`config.mk`:
```
export PLATFORM = sky130hd
export DESIGN_NAME = softstart_seq
export DESIGN_NICKNAME = d
export VERILOG_FILES = /design/src/rtl/ssq_pkg.sv /design/src/rtl/ssq_ctrl.sv /design/src/rtl/ssq_ramp.sv /design/src/rtl/softstart_seq.sv
export SDC_FILE = /design/constraint.sdc
export NUM_CORES = 1
export LEC_CHECK = 0
export BUFFER_PORTS_ARGS = -buffer_cell sky130_fd_sc_hd__clkbuf_2
export CAP_MARGIN = 5
export CORE_ASPECT_RATIO = 0.8
export CORE_UTILIZATION = 25
export DETAILED_ROUTE_END_ITERATION = 6
export GPL_TIMING_DRIVEN = 0
export PLACE_DENSITY = 0.45
export SYNTH_ARGS = -nofsm -noshare
export SYNTH_HDL_FRONTEND = slang
export SYNTH_HIERARCHICAL = 1
export SYNTH_SLANG_ARGS = --single-unit
```
`constraint.sdc`:
```
create_clock -name clk -period 4.7 [get_ports clk]
set_input_delay 0.94 -clock clk [delete_from_list [all_inputs] [get_ports clk]]
set_output_delay 0.94 -clock clk [all_outputs]
set_load 0.01 [all_outputs]
```
`src/rtl/ssq_pkg.sv`:
```
`timescale 1ns/1ps
package ssq_pkg;

  typedef enum logic [2:0] {
    ST_IDLE,
    ST_DELAY,
    ST_RAMP,
    ST_RUN,
    ST_HICCUP
  } ssq_state_t;

  // Set-point in mV for a 2-bit selection code
  function automatic int unsigned level_for_code(input logic [1:0] code,
                                                 input int unsigned base_mv,
                                                 input int unsigned inc_mv);
    int unsigned c;
    c = {30'd0, code};
    return base_mv + inc_mv * c;
  endfunction

  // Fixed-point per-tick increment that covers level in the given tick count
  function automatic int unsigned ramp_increment(input int unsigned level,
                                                 input int unsigned frac_w,
                                                 input int unsigned ticks);
    return (level << frac_w) / ticks;
  endfunction

endpackage

```
`src/rtl/ssq_ctrl.sv`:
```
`timescale 1ns/1ps
module ssq_ctrl
  import ssq_pkg::*;
#(
  parameter int unsigned DELAY_TICKS  = 240,
  parameter int unsigned RAMP_TICKS   = 1690,
  parameter int unsigned HICCUP_TICKS = 4096
) (
  input  logic       clk,
  input  logic       rst_n,
  input  logic       active,
  input  logic       tick,
  input  logic       oc_flag,
  output ssq_state_t st,
  output logic       ramp_load,
  output logic       ramp_adv,
  output logic       ramp_end,
  output logic       oc_trip
);

  localparam int unsigned LONG_DR = (DELAY_TICKS > RAMP_TICKS) ? DELAY_TICKS : RAMP_TICKS;
  localparam int unsigned LONGEST = (HICCUP_TICKS > LONG_DR) ? HICCUP_TICKS : LONG_DR;
  localparam int CNT_W = $clog2(LONGEST + 1);
  localparam logic [CNT_W-1:0] DLY_LAST = CNT_W'(DELAY_TICKS - 1);
  localparam logic [CNT_W-1:0] RMP_LAST = CNT_W'(RAMP_TICKS - 1);
  localparam logic [CNT_W-1:0] HIC_LAST = CNT_W'(HICCUP_TICKS - 1);

  logic [CNT_W-1:0] cnt;
  logic             powered_st;

  assign powered_st = (st == ST_RAMP) || (st == ST_RUN);
  assign oc_trip    = active && powered_st && oc_flag;
  assign ramp_load  = active && (st == ST_DELAY) && tick && (cnt == DLY_LAST);
  assign ramp_adv   = active && (st == ST_RAMP) && !oc_flag && tick && (cnt != RMP_LAST);
  assign ramp_end   = active && (st == ST_RAMP) && !oc_flag && tick && (cnt == RMP_LAST);

  always_ff @(posedge clk or negedge rst_n) begin
    if (!rst_n) begin
      st  <= ST_IDLE;
      cnt <= '0;
    end else if (!active) begin
      st  <= ST_IDLE;
      cnt <= '0;
    end else if (oc_trip) begin
      st  <= ST_HICCUP;
      cnt <= '0;
    end else begin
      unique case (st)
        ST_IDLE: begin
          st  <= ST_DELAY;
          cnt <= '0;
        end
        ST_DELAY: if (tick) begin
          if (cnt == DLY_LAST) begin
            st  <= ST_RAMP;
            cnt <= '0;
          end else cnt <= cnt + 1'b1;
        end
        ST_RAMP: if (tick) begin
          if (cnt == RMP_LAST) begin
            st  <= ST_RUN;
            cnt <= '0;
          end else cnt <= cnt + 1'b1;
        end
        ST_RUN: cnt <= '0;
        ST_HICCUP: if (tick) begin
          if (cnt == HIC_LAST) begin
            st  <= ST_DELAY;
            cnt <= '0;
          end else cnt <= cnt + 1'b1;
        end
        default: begin
          st  <= ST_IDLE;
          cnt <= '0;
        end
      endcase
    end
  end

  // losing enable or POR always lands in idle
  a_r1_drop_to_idle: assert property (@(posedge clk) disable iff (!rst_n)
    !active |=> st == ST_IDLE);

  // overcurrent cannot leave the delay for hiccup
  a_r9_delay_ignores_oc: assert property (@(posedge clk) disable iff (!rst_n)
    (active && st == ST_DELAY) |=> (st == ST_DELAY || st == ST_RAMP));

  // a trip while powered lands in hiccup
  a_r8_trip_to_hiccup: assert property (@(posedge clk) disable iff (!rst_n)
    (active && oc_flag && (st == ST_RAMP || st == ST_RUN)) |=> st == ST_HICCUP);

  // hiccup only ends into a fresh delay
  a_r8_hiccup_exit: assert property (@(posedge clk) disable iff (!rst_n)
    (active && st == ST_HICCUP) |=> (st == ST_HICCUP || st == ST_DELAY));

  // without a tick the timed states hold
  a_r5_timed_hold: assert property (@(posedge clk) disable iff (!rst_n)
    (active && !tick && (st == ST_DELAY || st == ST_HICCUP || (st == ST_RAMP && !oc_flag)))
    |=> $stable(st));

endmodule

```
`src/rtl/ssq_ramp.sv`:
```
`timescale 1ns/1ps
module ssq_ramp
  import ssq_pkg::*;
#(
  parameter int unsigned REF_W      = 12,
  parameter int unsigned FRAC_W     = 12,
  parameter int unsigned RAMP_TICKS = 1690,
  parameter int unsigned BASE_MV    = 600,
  parameter int unsigned INC_MV     = 300
) (
  input  logic             clk,
  input  logic             rst_n,
  input  logic             load,
  input  logic             adv,
  input  logic             fin,
  input  logic [1:0]       code,
  input  logic [REF_W-1:0] fb_mv,
  output logic [REF_W-1:0] ramp_mv,
  output logic [REF_W-1:0] goal_mv,
  output logic             crossed
);

  localparam int ACC_W = REF_W + FRAC_W;

  logic [ACC_W-1:0] acc_q;
  logic [ACC_W-1:0] step_q;
  logic [ACC_W-1:0] acc_sum;
  logic [REF_W-1:0] goal_now;
  logic [ACC_W-1:0] step_now;

  assign goal_now = REF_W'(level_for_code(code, BASE_MV, INC_MV));
  assign step_now = ACC_W'(ramp_increment(level_for_code(code, BASE_MV, INC_MV),
                                          FRAC_W, RAMP_TICKS));
  assign acc_sum  = acc_q + step_q;

  always_ff @(posedge clk or negedge rst_n) begin
    if (!rst_n) begin
      acc_q   <= '0;
      step_q  <= '0;
      goal_mv <= '0;
      ramp_mv <= '0;
    end else if (load) begin
      acc_q   <= '0;
      step_q  <= step_now;
      goal_mv <= goal_now;
      ramp_mv <= '0;
    end else if (fin) begin
      acc_q   <= {goal_mv, {FRAC_W{1'b0}}};
      ramp_mv <= goal_mv;
    end else if (adv) begin
      acc_q   <= acc_sum;
      ramp_mv <= acc_sum[ACC_W-1 -: REF_W];
    end
  end

  always_ff @(posedge clk or negedge rst_n) begin
    if (!rst_n)                crossed <= 1'b0;
    else if (load)             crossed <= 1'b0;
    else if (ramp_mv > fb_mv)  crossed <= 1'b1;
  end

  // the ramp never overshoots the captured set-point
  a_r4_within_goal: assert property (@(posedge clk) disable iff (!rst_n)
    ramp_mv <= goal_mv);

  // each advance never lowers the reference
  a_r4_monotonic: assert property (@(posedge clk) disable iff (!rst_n)
    adv |=> ramp_mv >= $past(ramp_mv));

  // once crossed, the flag holds until the next ramp start
  a_r7_crossed_sticky: assert property (@(posedge clk) disable iff (!rst_n)
    (crossed && !load) |=> crossed);

endmodule

```
`src/rtl/softstart_seq.sv`:
```
`timescale 1ns/1ps
module softstart_seq
  import ssq_pkg::*;
#(
  parameter int unsigned REF_W        = 12,
  parameter int unsigned FRAC_W       = 12,
  parameter int unsigned DELAY_TICKS  = 240,
  parameter int unsigned RAMP_TICKS   = 1690,
  parameter int unsigned HICCUP_TICKS = 4096,
  parameter int unsigned BASE_MV      = 600,
  parameter int unsigned INC_MV       = 300
) (
  input  logic             clk,
  input  logic             rst_n,
  input  logic             enable,
  input  logic             por_good,
  input  logic             sw_tick,
  input  logic [1:0]       vref_sel,
  input  logic [REF_W-1:0] vfb_mv,
  input  logic             oc_det,
  input  logic             ov_det,
  output logic [REF_W-1:0] vref_mv,
  output logic             drive_en,
  output logic             low_side_on,
  output logic             power_good
);

  ssq_state_t       st;
  logic             active;
  logic             ramp_load;
  logic             ramp_adv;
  logic             ramp_end;
  logic             oc_trip;
  logic [REF_W-1:0] ramp_mv;
  logic [REF_W-1:0] goal_mv;
  logic             crossed;
  logic             in_ramp;
  logic             in_run;

  assign active  = enable && por_good;
  assign in_ramp = (st == ST_RAMP);
  assign in_run  = (st == ST_RUN);

  ssq_ctrl #(
    .DELAY_TICKS (DELAY_TICKS),
    .RAMP_TICKS  (RAMP_TICKS),
    .HICCUP_TICKS(HICCUP_TICKS)
  ) u_ctrl (
    .clk      (clk),
    .rst_n    (rst_n),
    .active   (active),
    .tick     (sw_tick),
    .oc_flag  (oc_det),
    .st       (st),
    .ramp_load(ramp_load),
    .ramp_adv (ramp_adv),
    .ramp_end (ramp_end),
    .oc_trip  (oc_trip)
  );

  ssq_ramp #(
    .REF_W     (REF_W),
    .FRAC_W    (FRAC_W),
    .RAMP_TICKS(RAMP_TICKS),
    .BASE_MV   (BASE_MV),
    .INC_MV    (INC_MV)
  ) u_ramp (
    .clk    (clk),
    .rst_n  (rst_n),
    .load   (ramp_load),
    .adv    (ramp_adv),
    .fin    (ramp_end),
    .code   (vref_sel),
    .fb_mv  (vfb_mv),
    .ramp_mv(ramp_mv),
    .goal_mv(goal_mv),
    .crossed(crossed)
  );

  assign vref_mv     = (in_ramp || in_run) ? ramp_mv : '0;
  assign drive_en    = active && !ov_det && !oc_det && (in_run || (in_ramp && crossed));
  assign low_side_on = por_good && ov_det;
  assign power_good  = active && in_run && !ov_det && !oc_det;

  // an inactive converter never drives and never reports good
  a_r1_inactive_quiet: assert property (@(posedge clk) disable iff (!rst_n)
    !active |-> (!drive_en && !power_good));

  // the reference is zero one edge after losing enable or POR
  a_r1_ref_cleared: assert property (@(posedge clk) disable iff (!rst_n)
    !active |=> vref_mv == '0);

  // power-good implies the reference sits on the set-point with drivers on
  a_r6_good_at_goal: assert property (@(posedge clk) disable iff (!rst_n)
    power_good |-> (vref_mv == goal_mv && drive_en));

  // a trip zeroes the reference at the next edge
  a_r8_trip_zeroes_ref: assert property (@(posedge clk) disable iff (!rst_n)
    oc_trip |=> (vref_mv == '0 && !power_good));

  // overvoltage clamps the low side and blocks everything else
  a_r10_ov_override: assert property (@(posedge clk) disable iff (!rst_n)
    (ov_det && por_good) |-> (low_side_on && !drive_en && !power_good));

endmodule

```
After elaboration in Yosys (flattened, before gate mapping)
Index checks and enable logic that the tools add are counted.
{"block": "classes", "addsub": 3, "multipliers": 1, "div_mod_pow": 1, "order_cmp": 1, "n_eq_ne": 15, "muxes": 27, "n_reduce_logical": 28}
{"operator": "13-bit two-way mux", "n": 8}
{"operator": "24-bit two-way mux", "n": 3}
{"operator": "12-bit two-way mux", "n": 4}
{"operator": "13-bit case mux with 3 select lines", "n": 1}
{"operator": "32-bit by 11-bit divider with 32-bit output, second input constant", "n": 1}
{"operator": "24-bit adder", "n": 1}
{"operator": "3-bit two-way mux", "n": 8}
{"operator": "1-bit logical AND", "n": 19}
{"operator": "4-bit != test, second input constant", "n": 4}
{"operator": "3-bit case mux with 5 select lines", "n": 1}
{"operator": "13-bit by 1-bit adder with 13-bit output, second input constant", "n": 1}
{"operator": "13-bit by 11-bit == test with 1-bit output, second input constant", "n": 1}
{"operator": "13-bit by 12-bit == test with 1-bit output, second input constant", "n": 1}
{"operator": "13-bit by 8-bit == test with 1-bit output, second input constant", "n": 1}
{"operator": "13-bit by 11-bit != test with 1-bit output, second input constant", "n": 1}
{"operator": "10-bit by 11-bit adder with 12-bit output, first input constant", "n": 1}
{"operator": "12-bit greater-than comparator", "n": 1}
{"operator": "7-bit by 2-bit multiplier with 9-bit output, first input constant", "n": 1}
{"operator": "4-bit by 3-bit != test with 1-bit output, second input constant", "n": 2}
{"operator": "7-bit AND reduction", "n": 1}
{"operator": "3-bit by 2-bit == test with 1-bit output, second input constant", "n": 2}
{"operator": "3-bit by 1-bit == test with 1-bit output, second input constant", "n": 1}
{"operator": "3-bit == test, second input constant", "n": 1}
{"operator": "3-bit zero test", "n": 1}
{"operator": "7 further kinds", "n": 10}
{"block": "word_totals", "register_bits": 89}

Logic depth before layout (Yosys ltp)
Gate-level depths: netlist of the first run.
{"block": "depth", "depth_word": 8, "ltp_mapped": 13, "mapped_depth_nobuf": 11}

Cells and area by module
Netlist of the first run, hierarchy kept.
{"mod": "ssq_ramp", "n_inst": 1, "cells_per_inst": 429, "area_per_inst_um2": 3713.6, "seq_area_each_um2": 1076.0}
{"mod": "ssq_ctrl", "n_inst": 1, "cells_per_inst": 117, "area_per_inst_um2": 1031.0, "seq_area_each_um2": 400.4}
{"mod": "softstart_seq", "n_inst": 1, "cells_per_inst": 20, "area_per_inst_um2": 161.4, "seq_area_each_um2": 0.0}

Worst setup path after synthesis of the first run
OpenSTA, ideal clock, no wires.
{"block": "synth_timing", "path_kind": "input to register", "start": "input vref_sel[1]", "end": "register u_ramp.step_q[3]", "setup_time_ps": 80, "t_arrival_ps": 3472, "t_required_ps": 4620, "slack_ps": 1148, "path_stages": 12, "path_buffers": 2, "cell_sequence": "clkbuf_1 > inv_1 > ha_1 > buf_6 > or4b_1 > o22a_1 > o311ai_2 > a21oi_1 > o31ai_2 > nand2_1 > a311o_1 > o211ai_2"}
{"block": "synth_between", "elab_chain_cells": 3}
{"item": "start: declaration", "line_no": "softstart_seq.sv:18", "text": "input logic [1:0] vref_sel,"}
{"item": "7-bit by 2-bit multiplier with 9-bit output", "line_no": "ssq_pkg.sv:18", "text": "return base_mv + inc_mv * c;"}
{"item": "10-bit by 11-bit adder with 12-bit output", "line_no": "ssq_pkg.sv:18"}
{"item": "32-bit by 11-bit divider with 32-bit output", "line_no": "ssq_pkg.sv:25", "text": "return (level << frac_w) / ticks;"}
{"item": "end signal: assignment", "line_no": "ssq_ramp.sv:44", "text": "step_q <= step_now;"}
{"item": "end: declaration", "line_no": "ssq_ramp.sv:26", "text": "logic [ACC_W-1:0] step_q;"}
No other way between the ends.
A chain may end at the register's enable or synchronous reset.

Final worst setup path of the first run
Same ends and word-level chain as after synthesis.

==> flow_metrics.env, run 1 <==
export IMPL_status="finished, final reports clean"
export IMPL_die_width_um=158
export IMPL_slew_violations=0
export IMPL_drtIter0Drc=256
export IMPL_reg2regPathDepth=8
export IMPL_port_buffers=35
export IMPL_post_drt_wl_per_cell_um=14.4
export IMPL_hold_viol_final=0
export IMPL_synthCells=560
export IMPL_ir_worst_vdd_mv=0.145
export IMPL_cp_required_ps=4910
export IMPL_antenna_cells=0
export IMPL_syn_cell_area_um2=4860
export IMPL_fin_util_pct=29.5
export IMPL_fin_nets=666
export IMPL_grtUsageTotal_pct=13.2
export IMPL_path_class="in2reg"
export IMPL_dr_wl_met3_um=466
export IMPL_cp_start_kind="input pin"
export IMPL_multiInputGateArea_um2=3070
export IMPL_r2r_slack_ps=1590
export IMPL_hold_depth=2
export IMPL_setup_violations=0
export IMPL_synth_nets=620
export IMPL_clk_latency_ps=330
export IMPL_min_delay_start="u_ramp/crossed"
export IMPL_finClkSkew_ps=9.73
export IMPL_period_needed_ps=3930
export IMPL_slew_limit_headroom_pct=42.5
export IMPL_cp_slowest_cell="a21oi_1"
export IMPL_leakage_nw=2.53
export IMPL_fill_cells=2050
export IMPL_ant_nets=0
export IMPL_yosysWarnings=6
export IMPL_vias=4205
export IMPL_grt_pass1_wl_mm=21.0
export IMPL_drt_total_wl_mm=12.5
export IMPL_hpwl_mm=9.52
export IMPL_wl_met2_mm=5.35
export IMPL_cts_resized=0
export IMPL_core_um2=19000
export IMPL_max_cap_viol_count=0
export IMPL_boundaryPins=36
export IMPL_worst_pin_slew_ps=862
export IMPL_fin_crit_sh_pct=83.7
export IMPL_cp_arrival_ps=4140
export IMPL_cts_max_path_buffers=2
export IMPL_slowest_delay_ps=440
export IMPL_m1WireLength_mm=6.54
export IMPL_hp_class="reg2reg"
export IMPL_path_max_fanout=10
export IMPL_clk_pin_slew_worst_paths_ps=50
export IMPL_avgSynthCellArea_um2=8.69
export IMPL_dp_cells=853
export IMPL_r2r_end="u_ramp/step_q[3]"
export IMPL_cts_root_buffer="clkbuf_16"
export IMPL_initial_core_util_pct=25.6
export IMPL_end_kind="flip-flop"
export IMPL_routed_via_density=4.85
export IMPL_postCtsSetupBuffers=0
export IMPL_rsz0062_at_grt="no"
export IMPL_grt_overflow_total=0
export IMPL_drc=0
export IMPL_cts_made_buffers=9
export IMPL_clock_sinks=59
export IMPL_grt_max_degree=60
export IMPL_dieArea_um2=20000
export IMPL_htreeDepth=3
export IMPL_timing_hold_ws_ps=509
export IMPL_grt_pass1_vias=4153
export IMPL_dr_max_layer_used="met4"
export IMPL_regArea_um2=1480
export IMPL_worst_hold_path_endpoint="u_ramp/crossed"
export IMPL_antenna_found_initial=0
export IMPL_gp_congestion=0.867
export IMPL_hold_buffers=0
export IMPL_path_cells="clkbuf_2, clkbuf_1, inv_1, ha_1, buf_6, clkbuf_1, o211ai_1, a21oi_1, nand2_1, a211oi_1, nor2_1, a211oi_1, o211a_1, o211ai_2"
export IMPL_cts_tree="yes"
export IMPL_max_freq_mhz=254
export IMPL_cp_num_buf_inv=5
export IMPL_drive_gt1_share_pct=14.3
export IMPL_power_total_mw=1.38
export IMPL_area_delta_synth_final_pct=15.4
export IMPL_final_cells=867
export IMPL_cp_top_family="compound AO/OA/AOI/OAI gates"
export IMPL_rows=45
export IMPL_power_per_cell_area_nw_per_um2=247
export IMPL_tns_ps=0
export IMPL_die_y_um=127
export IMPL_drtPass1Iterations=5
export IMPL_r2r_start="u_ctrl/cnt[0]"
==> worst reg2reg max path: stages (launching register included) <==
cell and delay, ps:
dfrtp_1 410, ha_1 280, and4_1 250, nand3_1 160, nor3_1 610, clkbuf_1 480
clkbuf_1 480, o21ai_0 210, o211ai_2 160
==> sequential cells by signal (all words and copies together) (netlist names) <==
signal	flops
u_ramp/crossed	1
u_ramp/acc_q	12
u_ramp/step_q	11
u_ctrl/cnt	13
u_ramp/goal_mv	7
u_ramp/ramp_mv	12
u_ctrl/st	3
==> metal layers <==
layer	up-vias	GRT usage, %
met1	2010	18.9
met5	-	0
met3	9	3.14
met4	0	3.22
met2	84	19.7
li1	2102	-
==> metrics by stage <==
step	area, um2	setup slack, ps
final	5620	768
after CTS	5620	827
after global routing	5620	486
after floorplan	4860	1150
after global placement	5360	573
after detailed placement	5370	477
==> layout make-up <==
class / count / share of cell area [%]
clock inverters: 3 / 0.312
inverters: 31 / 2.07
repair buffers: 35 / 3.16
well taps: 258 / 5.75
clock buffers: 11 / 4.14
flip-flops and latches: 59 / 26.3
plain buffers: 36 / 3.61
multi-input cells: 434 / 54.7
==> worst max-delay path by stage <==
stage           startpoint          endpoint  slack (ps)  cells past startpoint
6_report       vref_sel[1]  u_ramp/step_q[3]         770                     14
3_5_place_dp   vref_sel[1]  u_ramp/step_q[3]         480                     14
4_1_cts        vref_sel[1]  u_ramp/step_q[3]         830                     14
3_3_place_gp   vref_sel[1]  u_ramp/step_q[3]         570                     14
2_1_floorplan  vref_sel[1]  u_ramp/step_q[3]        1150                     12
5_1_grt        vref_sel[1]  u_ramp/step_q[3]         490                     14
==> cells in the final DEF, fill, tap and decap left out, drive strengths merged, types with 5 or more instances in the layout <==
cell type	count
nor2	66
clkbuf	66
dfrtp	59
ha	38
inv	31
a21oi	31
nand2	29
nand3	22
xnor2	21
mux2i	20
and2	19
o21ai	16
buf	16
a21o	12
o21a	11
or3	9
nand4	9
a211oi	9
and3	8
nor3	8
a31oi	7
mux2	7
nor4	6
nand2b	6
xor2	5
nor2b	5
o211ai	5
==> power by group <==
| part | leakage, nW | switching, mW | internal (mW) |
|---|---|---|---|
| Sequential | 0.782 | 0.0178 | 0.530 |
| Combinational | 1.62 | 0.158 | 0.112 |
| Clock | 0.121 | 0.220 | 0.348 |
| Total | 2.53 | 0.395 | 0.989 |
No activity file was read; power rests on OpenSTA's default activity.
==> inputs of run 2 (changes only) <==
- clock period: 4.7 -> 3.8 ns (I/O delays scaled with it)
==> run 2 against run 1 <==
Against the previous run:
- die area unchanged
- combinational power up 24%
- clock power up 24%
- clock skew about the same
- clock-buffer cell count unchanged
- setup slack worse by 440 ps
- first-iteration DRC count up 18%
- total power up 24%
- non-clock buffer count unchanged
- register-to-register slack worse by 900 ps
- sequential share of layout area down 0.058 points
==> flow_metrics.env, run 2 (same netlist as run 1, synthesis figures left out) <==
export IMPL_status="finished, final reports clean"
export IMPL_use_met1_pct=18.9
export IMPL_grt_pass1_vias=4153
export IMPL_routed_via_density=4.84
export IMPL_die_width_um=158
export IMPL_setup_violations=0
export IMPL_min_delay_start="u_ramp/crossed"
export IMPL_htreeDepth=3
export IMPL_reg2regPathDepth=8
export IMPL_area_delta_synth_final_pct=15.7
export IMPL_dieArea_um2=20000
export IMPL_antenna_found_initial=0
export IMPL_post_dp_cell_area_um2=5370
export IMPL_ant_nets=0
export IMPL_grt_max_degree=60
export IMPL_grt_pass1_wl_mm=21.0
export IMPL_drtPass1Iterations=5
export IMPL_finClkSkew_ps=9.65
export IMPL_drc=0
export IMPL_r2r_start="u_ctrl/cnt[0]"
export IMPL_boundaryPins=36
export IMPL_vias=4195
export IMPL_initial_core_util_pct=25.6
export IMPL_slew_violations=0
export IMPL_top_usage_layer="met2"
export IMPL_power_per_cell_area_nw_per_um2=304
export IMPL_use_met3_pct=3.14
export IMPL_timing_hold_ws_ps=509
export IMPL_period_needed_ps=3480
export IMPL_fin_util_pct=29.6
export IMPL_fin_nets=666
export IMPL_cp_arrival_ps=3690
export IMPL_path_cells="clkbuf_2, clkbuf_2, inv_1, ha_1, nor2_1, a31oi_1, o311a_1, a221oi_1, nor2_1, a211oi_1, o211a_1, o211ai_2"
export IMPL_cts_tree="yes"
export IMPL_rows=45
export IMPL_grt_overflow_total=0
export IMPL_leakage_nw=2.53
export IMPL_hold_viol_final=0
export IMPL_cts_max_path_buffers=2
export IMPL_end_kind="flip-flop"
export IMPL_port_buffers=35
export IMPL_worst_pin_slew_ps=861
export IMPL_grtUsageTotal_pct=13.2
export IMPL_ir_worst_vdd_mv=0.178
export IMPL_slowest_delay_ps=550
export IMPL_final_common_cell="nor2_1"
export IMPL_max_cap_viol_count=0
export IMPL_hold_depth=2
export IMPL_final_cell_area_um2=5630
export IMPL_clock_sinks=59
export IMPL_slew_limit_headroom_pct=42.6
export IMPL_cp_required_ps=4010
export IMPL_path_max_fanout=10
export IMPL_top_regs="u_ctrl/cnt x13, u_ramp/acc_q x12, u_ramp/ramp_mv x12"
export IMPL_fin_crit_sh_pct=91.5
export IMPL_drtIter0Drc=301
export IMPL_core_um2=19000
export IMPL_hpwl_mm=9.52
export IMPL_r2r_end="u_ramp/step_q[3]"
export IMPL_antenna_cells=0
export IMPL_post_drt_wl_per_cell_um=14.4
export IMPL_largest_reg_flops=13
export IMPL_cp_start_kind="input pin"
export IMPL_cts_made_buffers=9
export IMPL_r2r_slack_ps=690
export IMPL_met2_usage_pct=19.7
export IMPL_drt_total_wl_mm=12.5
export IMPL_mostFrequentLayoutCells="nor2_1, dfrtp_1, ha_1"
export IMPL_rsz0062_at_grt="no"
export IMPL_clk_latency_ps=330
export IMPL_drive_gt1_share_pct=14.6
export IMPL_gp_congestion=0.867
export IMPL_hp_class="reg2reg"
export IMPL_top_register="u_ctrl/cnt"
export IMPL_worst_hold_path_endpoint="u_ramp/crossed"
export IMPL_clk_pin_slew_worst_paths_ps=50
export IMPL_postCtsSetupBuffers=0
export IMPL_max_freq_mhz=288
export IMPL_die_y_um=127
export IMPL_cp_slowest_cell="nor2_1"
export IMPL_path_class="in2reg"
export IMPL_cts_root_buffer="clkbuf_16"
-- run 2: cell counts in the layout (fill, tap and decap cells not counted) --
No cell type changed its count.
-- run 2: cell type report --
class | instances | area [um2]
Buffer | 36 | 204
Multi-Input combinational cell | 434 | 3080
Clock inverter | 3 | 17.5
Inverter | 31 | 116
Clock buffer | 11 | 233
Timing Repair Buffer | 35 | 178
Fill cell | 2048 | 13400
Tap cell | 258 | 323
Sequential cell | 59 | 1480
-- run 2: worst max-delay path by stage --
stage	cells past startpoint	end	startpoint	slack [ps]
finish	12	u_ramp/step_q[3]	vref_sel[1]	320
global route	13	u_ramp/step_q[3]	vref_sel[1]	60
CTS	14	u_ramp/step_q[3]	vref_sel[1]	110
detailed placement	14	u_ramp/step_q[3]	vref_sel[1]	-240
global placement	14	u_ramp/step_q[3]	vref_sel[1]	-150
floorplan	12	u_ramp/step_q[3]	vref_sel[1]	430
-- run 2: repair_timing --
item                                    CTS  global route
endpoints found under the hold margin     0             0
hold buffers                              0             0
endpoints found under the setup margin    0             2
resized for setup                         0             4
-- run 2: critical path: cells and delay by family --
kind	cells	cell delay [ps]
compound gates	6	1380
simple gates	2	670
buf+inv	3	510
fa+ha+maj	1	350
-- run 2: where the power goes --
group,switching (mW),internal (mW),leakage (nW)
registers,0.0220,0.655,0.782
clock network,0.272,0.430,0.121
logic,0.196,0.139,1.63
-- run 2: metal layers --
metal	wire length [um]	up-vias	part of all wire, %
met1	6530	2001	52
li1	-	2102	-
met4	104	0	0.84
met3	461	9	3.7
met2	5360	83	43
met5	0	-	0
-- run 2: stage by stage --
| step | setup TNS (ps) | power, mW | cells | setup slack (ps) |
|---|---|---|---|---|
| finish | 0 | 1.71 | 867 | 323 |
| global route | 0 | 1.82 | 867 | 64.9 |
| CTS | 0 | 1.75 | 867 | 107 |
| detailed placement | -369 | 1.02 | 853 | -243 |
| global placement | -184 | 1.01 | 853 | -147 |
| floorplan | 0 | 0.926 | 560 | 428 |
